==> src/rtl/hirq_pkg.sv <==
package hirq_pkg;
    localparam int NCH      = 4;
    localparam int NLINE    = 16;
    localparam int ENW      = NLINE + 1;
    localparam int SMIB_BIT = NLINE;
    localparam int LINE_SMI = 0;
    localparam int LINE_GAP = 2;

    typedef enum logic {EN_DISARMED, EN_ARMED} en_state_t;

    function automatic logic [ENW-1:0] chan_mask(input int c);
        logic [ENW-1:0] m;
        m = '0;
        if (c == 0) begin
            m[1]  = 1'b1;
            m[12] = 1'b1;
        end else begin
            m[LINE_SMI] = 1'b1;
            m[6]  = 1'b1;
            m[9]  = 1'b1;
            m[10] = 1'b1;
            m[11] = 1'b1;
            if (c == 2) m[SMIB_BIT] = 1'b1;
        end
        return m;
    endfunction

    function automatic logic [NLINE-1:0] ser_mask();
        logic [NLINE-1:0] m;
        m = '1;
        m[LINE_GAP] = 1'b0;
        return m;
    endfunction
endpackage

==> src/rtl/hirq_en_cell.sv <==
module hirq_en_cell
    import hirq_pkg::*;
(
    input  logic clk,
    input  logic rst_n,
    input  logic wr,
    input  logic wr_val,
    input  logic auto_clr,
    output logic en_o
);
    en_state_t state_q, state_d;

    always_ff @(posedge clk or negedge rst_n) begin
        if (!rst_n) state_q <= EN_DISARMED;
        else        state_q <= state_d;
    end

    always_comb begin
        state_d = state_q;
        unique case (state_q)
            EN_DISARMED: if (wr && wr_val) state_d = EN_ARMED;
            EN_ARMED: begin
                if (wr)            state_d = wr_val ? EN_ARMED : EN_DISARMED;
                else if (auto_clr) state_d = EN_DISARMED;
            end
            default: state_d = EN_DISARMED;
        endcase
    end

    always_comb en_o = (state_q == EN_ARMED);

    AST_WRITE_WINS: assert property (@(posedge clk) disable iff (!rst_n)
        wr |=> (en_o == $past(wr_val)));
    AST_HOLD_IDLE: assert property (@(posedge clk) disable iff (!rst_n)
        (!wr && !auto_clr) |=> $stable(en_o));
    AST_RESET_OFF: assert property (@(posedge clk)
        !rst_n |=> !en_o);
endmodule

==> src/rtl/hirq_line_merge.sv <==
module hirq_line_merge
    import hirq_pkg::*;
(
    input  logic [NCH*ENW-1:0] chan_en,
    input  logic [NCH-1:0]     chan_act,
    input  logic [NLINE-1:0]   ser_en,
    input  logic [NLINE-1:0]   ser_req,
    output logic [NLINE-1:0]   irq
);
    always_comb begin
        irq = ser_en & ser_req;
        for (int c = 0; c < NCH; c++) begin
            if (chan_act[c]) begin
                irq = irq | chan_en[c*ENW +: NLINE];
                irq[LINE_SMI] = irq[LINE_SMI] | chan_en[c*ENW + SMIB_BIT];
            end
        end
        irq[LINE_GAP] = 1'b0;
    end
endmodule

==> src/rtl/hirq_ctrl.sv <==
module hirq_ctrl
    import hirq_pkg::*;
(
    input  logic                 clk,
    input  logic                 rst_n,
    input  logic                 iedir,
    input  logic [NCH-1:0]       wr_chan_en,
    input  logic                 wr_ser_en,
    input  logic [ENW-1:0]       wr_data,
    input  logic [NCH-1:0]       obf,
    input  logic [NCH-1:0]       host_rd,
    input  logic [NLINE-1:0]     ser_req,
    output logic [NLINE-1:0]     irq_vec,
    output logic [NCH*ENW-1:0]   chan_en_o,
    output logic [NLINE-1:0]     ser_en_o
);
    logic [NCH-1:0]   auto_clr;
    logic [NCH-1:0]   chan_act;

    always_comb begin
        auto_clr = host_rd & {NCH{~iedir}};
        chan_act = obf | {NCH{iedir}};
    end

    for (genvar c = 0; c < NCH; c++) begin : g_chan
        localparam logic [ENW-1:0] MASK = chan_mask(c);
        for (genvar b = 0; b < ENW; b++) begin : g_bit
            if (MASK[b]) begin : g_cell
                hirq_en_cell u_cell (
                    .clk      (clk),
                    .rst_n    (rst_n),
                    .wr       (wr_chan_en[c]),
                    .wr_val   (wr_data[b]),
                    .auto_clr (auto_clr[c]),
                    .en_o     (chan_en_o[c*ENW + b])
                );
            end else begin : g_tie
                assign chan_en_o[c*ENW + b] = 1'b0;
            end
        end

        AST_AUTO_CLEAR: assert property (@(posedge clk) disable iff (!rst_n)
            (!iedir && host_rd[c] && !wr_chan_en[c]) |=> (chan_en_o[c*ENW +: ENW] == '0));
        AST_MODE1_KEEP: assert property (@(posedge clk) disable iff (!rst_n)
            (iedir && !wr_chan_en[c]) |=> $stable(chan_en_o[c*ENW +: ENW]));
    end

    localparam logic [NLINE-1:0] SMASK = ser_mask();
    for (genvar b = 0; b < NLINE; b++) begin : g_ser
        if (SMASK[b]) begin : g_cell
            hirq_en_cell u_cell (
                .clk      (clk),
                .rst_n    (rst_n),
                .wr       (wr_ser_en),
                .wr_val   (wr_data[b]),
                .auto_clr (1'b0),
                .en_o     (ser_en_o[b])
            );
        end else begin : g_tie
            assign ser_en_o[b] = 1'b0;
        end
    end

    hirq_line_merge u_merge (
        .chan_en  (chan_en_o),
        .chan_act (chan_act),
        .ser_en   (ser_en_o),
        .ser_req  (ser_req),
        .irq      (irq_vec)
    );

    AST_NO_LINE2: assert property (@(posedge clk) disable iff (!rst_n)
        !irq_vec[LINE_GAP]);
    AST_OBF_GATE: assert property (@(posedge clk) disable iff (!rst_n)
        (!iedir && obf == '0 && (ser_en_o & ser_req) == '0) |-> (irq_vec == '0));
    AST_SER_KEEP: assert property (@(posedge clk) disable iff (!rst_n)
        !wr_ser_en |=> $stable(ser_en_o));
endmodule

==> config.mk <==
export PLATFORM = sky130hd
export DESIGN_NAME = hirq_ctrl
export DESIGN_NICKNAME = d
export VERILOG_FILES = /design/src/rtl/hirq_pkg.sv /design/src/rtl/hirq_en_cell.sv /design/src/rtl/hirq_line_merge.sv /design/src/rtl/hirq_ctrl.sv
export SDC_FILE = /design/constraint.sdc
export NUM_CORES = 1
export LEC_CHECK = 0
export ABC_CLOCK_PERIOD_IN_PS = 1000
export CAP_MARGIN = 40
export CORE_ASPECT_RATIO = 1.25
export CORE_MARGIN = 2
export CORE_UTILIZATION = 30
export CTS_CLUSTER_SIZE = 40
export DETAILED_ROUTE_END_ITERATION = 6
export GPL_TIMING_DRIVEN = 0
export PLACE_DENSITY = 0.7
export SLEW_MARGIN = 30
export SYNTH_ARGS = -nofsm -noshare
export SYNTH_HDL_FRONTEND = slang
export SYNTH_SLANG_ARGS = --single-unit
==> constraint.sdc <==
create_clock -name clk -period 1 [get_ports clk]
set_input_delay 0.15 -clock clk [delete_from_list [all_inputs] [get_ports clk]]
set_output_delay 0.15 -clock clk [all_outputs]
set_load 0.01 [all_outputs]
==> results.md <==
* Outcome: complete, but fails checks
* Violated checks: setup timing
* CP bufs+invs at 1
* Fmax at 681 MHz
* Clock Sinks at 33
* Post-synth EDFFs at 0
* Htree depth at 2
* CTS max path bufs at 2
* Final Max Slew Viols at 0
* Netlist Area Pre-Place at 2170 sq um
* Mapped Cells at 231
* Layer with the highest usage: met2
* Site Rows at 34
* Ys Warns at 0
* Setup CP Type: reg2out
* CP endpoint kind: output pin
* Vias in the first global route at 2,031
* Final layout net count at 458
* Via-to-Cell Ratio at just over 4
* Die area at 7950 sq um
* CTS Buf Count at 5
* Setup tns final at -6.97 ns
* Setup Skew at 0 ns
* Ranking of synthesized cells by area: dfrtp_1 (38%), buf_4 (30%), mux2_4 (6.9%), nand2_1 (6.6%), o21ai_0 (5.8%)
* Final WL at 6430 microns
* GR Util met3 at 3.54%
* Worst path arrival time at 1.32 ns
* Post-synthesis async set-or-reset flop share at 100%
* Sequential area share after synthesis at 38.0%
* DR vias at 2,030
* DRC errors left at 0
* Yosys top cell by area: dfrtp_1
* First-pass GRT wire length at 9250 microns
* Startpoint types: flip-flop
* Synth Flop Type: dfrtp_1
* Yosys top cell area share at 38.0%
* Fin crit period at 1.47 ns
* Root Buffer: clkbuf_8
* Final period util at 147%
* DP Wirelength at 4380 microns
* Fraction of layout cells with a size suffix above 1 at 48.7%
* Worst slack, placed at -0.907 ns
* Max IR drop VDD at 0.557 mV
* Post-synth top cells: buf_4 (86), nand2_1 (38), dfrtp_1 (33)
* Slowest-stage cell, CP: dfrtp_1
* Worst-Skew Late Latency at 0.29 ns
* CTS clk-pin slew, worst paths at 0.06 ns
* Final worst setup slack at -0.469 ns
* Finished Cell Area at a little under 4000 sq um
* Input/output buffers at 91
* Global routing usage on met2 at 26.4%
* Area grow syn2layout at 79.7%
* Worst EP required at 0.85 ns
* Max_cap viols at 0
* Total track usage at about 15%
* Final hold vios at 0
* Final Setup Violations at 49
* Critical-path cell list: a222oi_1, o21ai_1, buf_2
* Initial Util at 31.2%
* Ant diodes at 0
* Peak fanout along the critical path at 2
* Placed cell area at between 3000 and 4000 sq um
* Post-DRT Antenna Nets at 0
* Count leader, synth: buf_4
* Antenna violations before repair at 0
* DR WL/cell at 12.9 microns
* Die W at 80.1 microns
* Highest cell delay on the worst timing path at 0.40 ns
* GR Layer Usage met1 at 16.2%
* Leak at between 2 and 2.5 nW
* CTS tree: done
* Post-synthesis register bit count at 33
* Worst path top cell family by delay: compound AO/OA/AOI/OAI gates
* HP Class: in2reg
* First-pass detailed-route iteration total at 4
* Area of the core at 6980 sq um
* Ports at 149
* Die Ht at 99.2 microns
* Gpl congestion at approximately 0.86
* Initial detailed-routing violation count at 123
* Syn avg cell area at 9.41 sq um
* RSZ-0062 raised after global routing: yes
* Library cells used by synthesis at 22
* GR Overflow Total at 0
* PwrDens at ~1100 nW/um^2
* Largest net degree at the start of global routing at 25
[where the power goes]
part / leakage [nW] / switching (mW) / internal (mW)
registers: 0.398 / 0.115 / 1.46
clock network: 0.0443 / 0.477 / 0.545
logic: 1.58 / 0.649 / 1.12
total: 2.02 / 1.24 / 3.13
[cells by family after synthesis]
logic type      synth area share, %
flops                          38.0
other cells                   0.173
compound gates                 9.73
buf+inv                        31.3
simple gates                   11.3
mux                            9.50
[layout by cell type, fill, tap and decap left out]
| master | instances |
|---|---|
| buf_6 | 88 |
| buf_4 | 66 |
| conb_1 | 52 |
| nand2_1 | 37 |
| clkdlybuf4s50_1 | 37 |
| dfrtp_1 | 32 |
| o21ai_0 | 22 |
| buf_2 | 11 |
| mux2_4 | 10 |
| and2_4 | 6 |
| clkbuf_8 | 6 |
| mux2_2 | 5 |
| nand2b_1 | 4 |
| dlygate4sd2_1 | 4 |
| a222oi_1 | 3 |
| buf_1 | 2 |
| and2_1 | 2 |
| a22o_1 | 2 |
| nand4_1 | 2 |
| a21oi_1 | 2 |
| o21ai_1 | 2 |
| clkbuf_2 | 1 |
| or2_1 | 1 |
| o21ai_2 | 1 |
| nand2_2 | 1 |
| o21a_1 | 1 |
| o22ai_1 | 1 |
| nor3_1 | 1 |
| a22oi_1 | 1 |
| o31ai_2 | 1 |
| nor3_2 | 1 |
| clkbuf_1 | 1 |
| dfrtp_2 | 1 |
| dlygate4sd3_1 | 1 |
| buf_12 | 1 |
[worst paths after layout]
path / depth (start not counted) / start / slack, ns / end
worst max-delay path: 3 / g_chan[1].g_bit[9].g_cell.u_cell.en_o / -0.47 / irq_vec[9]
worst min-delay path: 2 / wr_ser_en / 0.18 / flip-flop
worst max register to register: 3 / flip-flop / -0.01 / flip-flop
worst min register to register: 1 / flip-flop / 0.57 / flip-flop
max in group asynchronous: 3 / rst_n / 0.30 / g_chan[2].g_bit[16].g_cell.u_cell.en_o
min in group asynchronous: 2 / rst_n / 0.27 / async pin
[what timing repair did]
item | in CTS | in global routing
hold buffers | 1 | 0
hold endpoints to repair | 13 | 0
setup buffers | 43 | 22
gates resized for setup | 283 | 39
setup endpoints to repair | 57 | 56
pin swaps | 9 | 11
[layout make-up]
class                      count  area [sq um]
multi-input combinational    158           891
timing repair buffer         146          1480
tap                           90           113
fill                         610          3070
clock buffer                   7          86.3
buffer                        65           512
sequential                    33           827
[stage by stage]
step	util, %	power (mW)	hold slack [ns]	instances
final	56.0	4.37	0.175	499
after global routing	56.0	4.60	0.177	499
after CTS	54.4	4.27	0.182	495
after global placement	48.6	2.98	0.469	463
after detailed placement	48.8	3.01	0.0341	464
after floorplan	-	2.34	-0.146	282
[routing by layer]
metal	vias to the layer above	share of wire (%)	wire length, microns
met3	7	8.5	550
met1	948	36	2310
met4	0	1.8	116
met5	-	0	0
met2	97	54	3460
li1	978	-	-
Note: power is estimated with default switching activity, not from simulation.
